## config.mk

```make
export PLATFORM = sky130hd
export DESIGN_NAME = fracn_div_chain
export DESIGN_NICKNAME = d
export VERILOG_FILES = /design/src/rtl/fdc_pkg.sv /design/src/rtl/fdc_prescaler.sv /design/src/rtl/fdc_swallow.sv /design/src/rtl/fdc_frac_acc.sv /design/src/rtl/fracn_div_chain.sv
export SDC_FILE = /design/constraint.sdc
export NUM_CORES = 1
export LEC_CHECK = 0
export CORE_UTILIZATION = 60
export CTS_BUF_LIST = sky130_fd_sc_hd__clkbuf_4
export CTS_CLUSTER_DIAMETER = 60
export DETAILED_ROUTE_END_ITERATION = 6
export PLACE_DENSITY = 0.86
export SLEW_MARGIN = 10
export SYNTH_ARGS = -nofsm -noshare
export SYNTH_HDL_FRONTEND = slang
export SYNTH_SLANG_ARGS = --single-unit
```

## constraint.sdc

```tcl
create_clock -name clk -period 10.91 [get_ports clk]
set_clock_uncertainty 0.1 [all_clocks]
set_input_delay 1.6365 -clock clk [delete_from_list [all_inputs] [get_ports clk]]
set_output_delay 1.6365 -clock clk [all_outputs]
set_load 0.02 [all_outputs]
```

## src/rtl/fdc_pkg.sv

```systemverilog
package fdc_pkg;

    localparam int P_HI   = 32;
    localparam int P_LO   = 16;
    localparam int M_W    = 9;
    localparam int A_W    = 5;
    localparam int A_LO_W = 4;
    localparam int F_W    = 5;
    localparam int M_MIN  = 3;
    localparam int PC_W   = $clog2(P_HI + 3);

    localparam logic [A_W-1:0] A_LO_MASK = A_W'((1 << A_LO_W) - 1);

    typedef struct packed {
        logic           lo_mode;
        logic [M_W-1:0] m;
        logic [A_W-1:0] a;
    } fdc_cfg_t;

    function automatic logic [A_W-1:0] eff_swallow(fdc_cfg_t c);
        return c.lo_mode ? (c.a & A_LO_MASK) : c.a;
    endfunction

    function automatic logic cfg_ok(fdc_cfg_t c);
        return (c.m >= M_W'(M_MIN)) && (M_W'(eff_swallow(c)) < c.m);
    endfunction

    function automatic logic [PC_W-1:0] presc_base(logic lo);
        return lo ? PC_W'(P_LO) : PC_W'(P_HI);
    endfunction

endpackage

```

## src/rtl/fdc_prescaler.sv

```systemverilog
module fdc_prescaler
    import fdc_pkg::*;
(
    input  logic clk,
    input  logic rst,
    input  logic run,
    input  logic lo_mode,
    input  logic swallow,
    input  logic extra,
    output logic pre_tc
);

    logic [PC_W-1:0] pc;
    logic [PC_W-1:0] modv;

    always_comb begin
        modv = presc_base(lo_mode) + PC_W'(swallow) + PC_W'(extra);
    end

    assign pre_tc = run && (pc == modv - 1'b1);

    always_ff @(posedge clk) begin
        if (rst || !run) begin
            pc <= '0;
        end else if (pre_tc) begin
            pc <= '0;
        end else begin
            pc <= pc + 1'b1;
        end
    end

    AST_PSC_IN_RANGE: assert property (@(posedge clk) disable iff (rst)
        run |-> (pc < modv)) else $error("prescaler count out of range");

endmodule

```

## src/rtl/fdc_swallow.sv

```systemverilog
module fdc_swallow
    import fdc_pkg::*;
(
    input  logic           clk,
    input  logic           rst,
    input  logic           run,
    input  logic           pre_tc,
    input  logic [M_W-1:0] m,
    input  logic [A_W-1:0] a_eff,
    output logic           swallow,
    output logic           last,
    output logic           period_end
);

    logic [M_W-1:0] mc;

    assign swallow    = M_W'(a_eff) > mc;
    assign last       = (mc == m - 1'b1);
    assign period_end = pre_tc && last;

    always_ff @(posedge clk) begin
        if (rst || !run) begin
            mc <= '0;
        end else if (pre_tc) begin
            mc <= last ? '0 : mc + 1'b1;
        end
    end

    AST_MC_BELOW_M: assert property (@(posedge clk) disable iff (rst)
        run |-> (mc < m)) else $error("main count beyond M");

endmodule

```

## src/rtl/fdc_frac_acc.sv

```systemverilog
module fdc_frac_acc
    import fdc_pkg::*;
(
    input  logic           clk,
    input  logic           rst,
    input  logic           restart,
    input  logic           step,
    input  logic [F_W-1:0] f_in,
    output logic           carry
);

    logic [F_W-1:0] acc;
    logic [F_W:0]   sum;

    assign sum = {1'b0, acc} + {1'b0, f_in};

    always_ff @(posedge clk) begin
        if (rst || restart) begin
            acc   <= f_in;
            carry <= 1'b0;
        end else if (step) begin
            acc   <= sum[F_W-1:0];
            carry <= sum[F_W];
        end
    end

    AST_CARRY_NEEDS_FRAC: assert property (@(posedge clk) disable iff (rst)
        $rose(carry) |-> ($past(f_in) != '0)) else $error("carry with zero fraction");

endmodule

```

## src/rtl/fracn_div_chain.sv

```systemverilog
module fracn_div_chain
    import fdc_pkg::*;
(
    input  logic           clk,
    input  logic           rst,
    input  logic           lo_mode,
    input  logic [M_W-1:0] m_in,
    input  logic [A_W-1:0] a_in,
    input  logic [F_W-1:0] f_in,
    output logic           div_pulse,
    output logic           cfg_err
);

    fdc_cfg_t       cfg_q;
    fdc_cfg_t       cfg_d;
    logic           ok;
    logic [A_W-1:0] a_eff;
    logic           pre_tc;
    logic           swallow;
    logic           last;
    logic           period_end;
    logic           carry;

    always_comb begin
        cfg_d.lo_mode = lo_mode;
        cfg_d.m       = m_in;
        cfg_d.a       = a_in;
    end

    assign ok      = cfg_ok(cfg_q);
    assign a_eff   = eff_swallow(cfg_q);
    assign cfg_err = !ok;

    always_ff @(posedge clk) begin
        if (rst || !ok || period_end) begin
            cfg_q <= cfg_d;
        end
    end

    fdc_prescaler u_psc (
        .clk     (clk),
        .rst     (rst),
        .run     (ok),
        .lo_mode (cfg_q.lo_mode),
        .swallow (swallow),
        .extra   (last && carry),
        .pre_tc  (pre_tc)
    );

    fdc_swallow u_swl (
        .clk        (clk),
        .rst        (rst),
        .run        (ok),
        .pre_tc     (pre_tc),
        .m          (cfg_q.m),
        .a_eff      (a_eff),
        .swallow    (swallow),
        .last       (last),
        .period_end (period_end)
    );

    fdc_frac_acc u_acc (
        .clk     (clk),
        .rst     (rst),
        .restart (!ok),
        .step    (period_end),
        .f_in    (f_in),
        .carry   (carry)
    );

    always_ff @(posedge clk) begin
        if (rst) begin
            div_pulse <= 1'b0;
        end else begin
            div_pulse <= period_end;
        end
    end

    AST_PULSE_SINGLE: assert property (@(posedge clk) disable iff (rst)
        div_pulse |=> !div_pulse) else $error("pulse wider than one clock");

    AST_SILENT_WHEN_BAD: assert property (@(posedge clk) disable iff (rst)
        cfg_err |=> !div_pulse) else $error("pulse with illegal configuration");

endmodule

```

==> results.py, run 1 <==
metrics = {
    "run_status": {
        "status": "complete, no violations",
    },
    "global_routing": {
        "antenna_found_initial": 0,
        "grt_pass1_vias": 1666,
        "grt.overflow.total": 0,
        "grt_start_max_net_pins": 16,
        "grt_usage_pct": 24.1,
        "grt_pass1_wl_um": 7520,
    },
    "place": {
        "dp_slack_ns": 6.47,
        "place.gp.congestion": 0.881,
        "portBuffers": 23,
        "post_dp_cell_area_um2": 2540,
        "dp_cells": 288,
        "dp_hpwl_um": 3280,
    },
    "detailed_routing": {
        "via_count": 1705,
        "wl_um": 4310,
        "ant_nets": 0,
        "drt_iter0_drc": 114,
        "via_per_inst": 5.76,
        "firstDrtPassIters": 4,
        "wl_per_cell_um": 14.6,
        "drc": 0,
    },
    "die": {
        "core_um2": 3470,
        "initial_utilization_pct": 65.3,
        "dieArea_um2": 4020,
        "die_h_um": 63.4,
        "num_rows": 21,
        "die_x_um": 63.4,
        "io_pins": 24,
    },
    "layout": {
        "diodes": 0,
        "area_delta_synth_final_pct": 14.4,
        "layout_commonest_cell": "clkdlybuf4s50_1",
        "final_cell_mix": "clkdlybuf4s50_1 (23), inv_1 (20), ha_1 (20), edfxtp_1 (20), nand2_1 (19)",
        "stdcell_count": 296,
        "fin_nets": 292,
        "final_area_um2": 2590,
        "fillers": 284,
        "drive_gt1_share_pct": 7.60,
    },
    "timing": {
        "tightest_slew_ns": 0.742,
        "setup_violations": 0,
        "rsz0062_at_grt": "false",
        "fmax_mhz": 220,
        "maxSlewViolCount": 0,
        "tns_ns": 0,
        "maxSlewHeadroom_pct": 50.5,
        "min_period_ns": 4.55,
        "setup_ws_ns": 6.36,
        "period_share_pct": 41.7,
        "hold_viol": 0,
    },
    "logic_synthesis": {
        "synth_area_um2": 2260,
        "ys_seq_area_share_pct": 41.6,
        "yosys_most_used_dff": "edfxtp_1",
        "synth-seq-cells": 37,
        "synth_area_per_cell_um2": 10.1,
        "netlist_instances": 223,
        "synth_async_sr_flop_share_pct": 0,
        "synth_edf_count": 20,
        "ys_types": 51,
        "ys_warn_count": 0,
        "syn_nets": 266,
    },
    "pwr": {
        "power.internal_uw": 207,
        "p_sw_share_pct": 29.0,
        "pwr-share-clk_pct": 23.8,
        "powerDensity_nw_per_um2": 113,
        "switchingPower_uw": 84.8,
        "power.leakage_nw": 0.989,
        "p_seq_share_pct": 56.4,
        "irDropWorstVdd_mv": 0.0787,
        "pwr-share-comb_pct": 19.8,
    },
    "cts": {
        "post_cts_resized": 0,
        "cts_max_level": 2,
        "hold_buffers": 0,
        "cts_root_buffer": "clkbuf_4",
        "post_cts_buffers": 0,
        "numCtsBuffers": 5,
        "cts_tree": "built",
        "cts_sinks": 37,
        "clk_path_buf_depth": 2,
        "clkTransAtPathRegs_ns": 0.12,
        "insertion_delay_ns": 0.35,
    },
    "worst_hold_path": {
        "hp-class": "reg -> reg",
    },
    "worst_setup_path": {
        "cp.arrival_ns": 4.49,
        "critPathMaxFanout": 15,
        "path_class": "reg -> reg",
        "end_kind": "flop",
        "critPathRequiredTime_ns": 10.86,
        "cp-start-kind": "flop",
    },
    "job": {
        "maxCapViolations": 0,
    },
}
## critical path, cell delays in order (launching register included)
cell and delay, ns:
edfxtp_1 0.51, inv_1 0.16, ha_1 0.27, inv_1 0.09, nor4_1 0.22, o21a_1 0.15, nand4_1 0.24, nor2_1 0.27
nand2_1 0.09, ha_1 0.22, inv_1 0.06, ha_1 0.23, xnor2_1 0.21, o2111ai_1 0.40, o31ai_4 0.68, buf_4 0.34
## cell families (layout without fill, tap and decap cells)
family	count (synthesis)	after routing	synth area share, %
AOI/OAI and AO/OA	39	39	14.2
DFF	37	37	41.6
adders and majority gates	21	21	11.9
and+or+nand+nor	73	73	17.4
xor gates and xnor gates	27	27	10.4
buffers and inverters	26	53	4.48
## synth_stat cells (all sizes together) (3+ instances only)
cell / count / area, um2
nor4: 6 / 43.8
nand3: 6 / 30.0
clkbuf: 3 / 11.3
xnor2: 16 / 140
nand4: 3 / 18.8
buf: 3 / 15.0
nor3: 4 / 30.0
o21ai: 7 / 35.0
nor2: 14 / 52.6
a21o: 4 / 30.0
a21oi: 7 / 38.8
dfxtp: 17 / 340
nand2: 20 / 77.6
inv: 20 / 75.1
ha: 20 / 250
a2111oi: 3 / 45.0
nor2b: 7 / 43.8
edfxtp: 20 / 601
xor2: 11 / 96.3
## area by class of cell
type | instances | area [um2] | share of cell area (%)
clock inverters | 3 | 12.5 | 0.483
clock buffers | 5 | 37.5 | 1.45
multi-input cells | 160 | 1220 | 47.1
well taps | 46 | 57.6 | 2.22
flip-flops and latches | 37 | 941 | 36.3
repair buffers | 25 | 245 | 9.47
inverters | 20 | 75.1 | 2.90
## layer usage
metal | routed length [um] | GRT usage (%)
met1 | 2000 | 31.6
met2 | 2040 | 39.0
met3 | 215 | 5.98
met5 | 0 | 0
met4 | 50 | 7.10
## power by group through the flow
| stage | Sequential (mW) | Clock (mW) | Combinational [mW] |
|---|---|---|---|
| 3_5_place_dp | 0.168 | 0 | 0.0578 |
| 4_1_cts | 0.165 | 0.0710 | 0.0581 |
| 3_3_place_gp | 0.168 | 0 | 0.0554 |
| 5_1_grt | 0.166 | 0.0775 | 0.0655 |
| 6_report | 0.165 | 0.0696 | 0.0577 |
| 2_1_floorplan | 0.165 | 0 | 0.0408 |
## registers in the layout, indices dropped and copies added (netlist names)
signal	count
div_pulse	1
u_acc.acc	5
u_acc.carry	1
u_swl.mc	9
cfg_q	15
u_psc.pc	6
## final timing paths
kind                                             start  cells after the start  slack, ns                endpoint
worst min register to register  u_psc.pc[0]$_SDFF_PP0_                      1       0.40  u_psc.pc[0]$_SDFF_PP0_
worst max register to register      cfg_q[6]$_DFFE_PP_                     15       6.36     cfg_q[14]$_DFFE_PP_
worst max-delay path                cfg_q[6]$_DFFE_PP_                     15       6.36     cfg_q[14]$_DFFE_PP_
worst min-delay path            u_psc.pc[0]$_SDFF_PP0_                      1       0.40  u_psc.pc[0]$_SDFF_PP0_
## per-stage QoR
stage	hold slack, ns	utilization (%)	total power, mW
2_1_floorplan	0.347	-	0.206
3_3_place_gp	0.368	73.2	0.223
3_5_place_dp	0.382	73.2	0.226
4_1_cts	0.408	74.7	0.294
5_1_grt	0.445	74.7	0.309
6_report	0.404	74.7	0.292
No activity file was read; power rests on OpenSTA's default activity.
==> run 2, diff against run 1 <==
--- a/config.mk
+++ b/config.mk
@@ -5,11 +5,11 @@
 export SDC_FILE = /design/constraint.sdc
 export NUM_CORES = 1
 export LEC_CHECK = 0
-export CORE_UTILIZATION = 60
+export CORE_UTILIZATION = 59
 export CTS_BUF_LIST = sky130_fd_sc_hd__clkbuf_4
 export CTS_CLUSTER_DIAMETER = 60
 export DETAILED_ROUTE_END_ITERATION = 6
-export PLACE_DENSITY = 0.86
+export PLACE_DENSITY = 0.85
 export SLEW_MARGIN = 10
 export SYNTH_ARGS = -nofsm -noshare
 export SYNTH_HDL_FRONTEND = slang
==> constraint.sdc (replaced) <==
create_clock -name clk -period 4.5 [get_ports clk]
set_clock_uncertainty 0.1 [all_clocks]
set_input_delay 0.675 -clock clk [delete_from_list [all_inputs] [get_ports clk]]
set_output_delay 0.675 -clock clk [all_outputs]
set_load 0.02 [all_outputs]
==> results.py, run 2 (synthesis results as in run 1) <==
metrics = {
    "global_routing": {
        "grt_pass1_wl_um": 7340,
        "grt.overflow.total": 0,
        "grt_usage_pct": 22.9,
        "grt_pass1_vias": 1630,
        "antenna_found_initial": 0,
        "grt_start_max_net_pins": 25,
    },
    "detailed_routing": {
        "via_per_inst": 5.80,
        "drc": 0,
        "via_count": 1735,
        "firstDrtPassIters": 6,
        "wl_per_cell_um": 14.6,
        "wl_um": 4360,
        "ant_nets": 0,
        "drt_iter0_drc": 94,
    },
    "layout": {
        "largest_registers": "cfg_q: 15 flops, u_swl.mc: 9 flops, u_psc.pc: 6 flops",
        "final_cell_mix": "clkdlybuf4s50_1 (23), inv_1 (20), ha_1 (20), edfxtp_1 (20), nand2_1 (19)",
        "largest_register": "cfg_q",
        "drive_gt1_share_pct": 8.37,
        "area_delta_synth_final_pct": 16.7,
        "layout_commonest_cell": "clkdlybuf4s50_1",
        "fin_nets": 293,
        "largest_reg_flops": 15,
        "diodes": 0,
        "fillers": 285,
    },
    "pwr": {
        "pwr-share-clk_pct": 29.6,
        "powerDensity_nw_per_um2": 292,
        "power.internal_uw": 571,
        "irDropWorstVdd_mv": 0.177,
        "finalPower_uw": 771,
        "switchingPower_uw": 200,
        "p_seq_share_pct": 51.8,
        "p_sw_share_pct": 26.0,
        "power.leakage_nw": 1.01,
        "pwr-share-comb_pct": 18.7,
    },
    "timing": {
        "min_period_ns": 4.00,
        "rsz0062_at_grt": "false",
        "tightest_slew_ns": 0.448,
        "maxSlewHeadroom_pct": 70.1,
        "hold_viol": 0,
        "tns_ns": 0,
        "setup_violations": 0,
        "holdWs_ns": 0.403,
        "maxSlewViolCount": 0,
        "period_share_pct": 88.9,
        "setup_ws_ns": 0.502,
        "fmax_mhz": 250,
    },
    "worst_setup_path": {
        "cp.arrival_ns": 4.18,
        "r2r-end": "u_swl.mc[8]$_SDFFE_PP0P_",
        "critPathMaxFanout": 8,
        "slowest_delay_ns": 0.53,
        "cp-start-kind": "flop",
        "timing.rr.start": "cfg_q[5]$_DFFE_PP_",
        "end_kind": "flop",
        "path_class": "reg -> reg",
        "critPathRequiredTime_ns": 4.68,
        "r2r_slack_ns": 0.50,
        "cp_num_buf_inv": 2,
        "critPathTopFamily": "compound AO/OA/AOI/OAI gates",
        "r2r.worst_path.cells": 17,
        "crit_chain": "inv_1 -> ha_1 -> xor2_1 -> o2111ai_1 -> o21a_1 -> nand4_1 -> nor2_1 -> nand2_1 -> ha_1 -> inv_1 -> ha_1 -> xnor2_1 -> o2111a_1 -> nand2_2 -> a2111oi_2 -> xor2_1 -> nor2b_1",
        "cpMostUsedCell": "ha_1",
        "cp_slowest_cell": "edfxtp_1",
    },
    "place": {
        "dp_slack_ns": 0.545,
        "dp_hpwl_um": 3310,
        "portBuffers": 23,
        "place.gp.congestion": 0.816,
    },
    "die": {
        "initial_utilization_pct": 61.8,
        "io_pins": 24,
        "core_um2": 3660,
        "die_h_um": 63.9,
        "num_rows": 22,
        "die_x_um": 63.9,
        "dieArea_um2": 4090,
    },
    "cts": {
        "cts_tree": "built",
        "cts_root_buffer": "clkbuf_4",
        "hold_buffers": 0,
        "clkTransAtPathRegs_ns": 0.11,
        "clk_path_buf_depth": 2,
        "post_cts_buffers": 0,
        "insertion_delay_ns": 0.34,
        "numCtsBuffers": 5,
        "cts_max_level": 2,
        "post_cts_resized": 0,
        "cts_sinks": 37,
    },
    "job": {
        "maxCapViolations": 0,
    },
    "worst_hold_path": {
        "hp-class": "reg -> reg",
        "whs_endpoint": "u_psc.pc[0]$_SDFF_PP0_",
        "hold_path.startpoint": "u_psc.pc[0]$_SDFF_PP0_",
        "hold_depth": 1,
    },
    "run_status": {
        "status": "complete, no violations",
    },
}
[run 2: cell types whose count changed in the layout (fill, tap and decap cells not counted)]
cell | before | now
buf_12 | 0 | 1
bufinv_16 | 0 | 1
clkbuf_4 | 5 | 6
clkinv_1 | 2 | 1
clkinv_2 | 1 | 0
[run 2: stage by stage]
| stage | area [um2] | instances | utilization, % |
|---|---|---|---|
| after floorplan | 2260 | 223 | - |
| after global placement | 2560 | 291 | 70.0 |
| after detailed placement | 2560 | 291 | 70.0 |
| after CTS | 2640 | 299 | 72.1 |
| after global routing | 2640 | 299 | 72.1 |
| final | 2640 | 299 | 72.1 |
[run 2: worst max-delay path by stage]
stage | depth (start not counted) | end | slack [ns] | startpoint
after floorplan | 15 | cfg_q[0]$_DFFE_PP_ | 0.56 | cfg_q[5]$_DFFE_PP_
after global placement | 16 | cfg_q[12]$_DFFE_PP_ | 0.67 | cfg_q[5]$_DFFE_PP_
after detailed placement | 17 | u_swl.mc[8]$_SDFFE_PP0P_ | 0.55 | cfg_q[5]$_DFFE_PP_
after CTS | 17 | u_swl.mc[8]$_SDFFE_PP0P_ | 0.51 | cfg_q[5]$_DFFE_PP_
after global routing | 17 | u_swl.mc[8]$_SDFFE_PP0P_ | 0.10 | cfg_q[6]$_DFFE_PP_
final | 17 | u_swl.mc[8]$_SDFFE_PP0P_ | 0.50 | cfg_q[5]$_DFFE_PP_
[run 2: cell type report]
cell class	count	area (um2)	area share, %
Timing Repair Buffer	26	265	10.0
Sequential cell	37	941	35.6
Inverter	20	75.1	2.84
Clock buffer	6	45.0	1.71
Clock inverter	2	33.8	1.28
Multi-Input combinational cell	160	1220	46.2
Tap cell	48	60.1	2.27
[run 2: power groups by stage]
stage | clock (mW) | combinational [mW] | sequential, mW
floorplan | 0 | 0.0989 | 0.400
global placement | 0 | 0.137 | 0.406
detailed placement | 0 | 0.143 | 0.407
CTS | 0.230 | 0.144 | 0.399
global route | 0.242 | 0.161 | 0.402
finish | 0.228 | 0.144 | 0.399
[run 2: worst reg2reg max path, stage by stage, from the launching register on]
cell and delay [ns]:
edfxtp_1 0.53, inv_1 0.08, ha_1 0.26, xor2_1 0.16, o2111ai_1 0.18, o21a_1 0.14
nand4_1 0.24, nor2_1 0.28, nand2_1 0.10, ha_1 0.23, inv_1 0.06, ha_1 0.22
xnor2_1 0.19, o2111a_1 0.33, nand2_2 0.14, a2111oi_2 0.40, xor2_1 0.18, nor2b_1 0.13
[run 2: metal layers]
layer | vias up | GRT usage [%] | routed length, um
met2 | 37 | 38.8 | 2120
met1 | 835 | 30.6 | 2030
met3 | 5 | 3.39 | 168
met5 | - | 0 | 0
met4 | 0 | 5.68 | 38
li1 | 858 | - | -
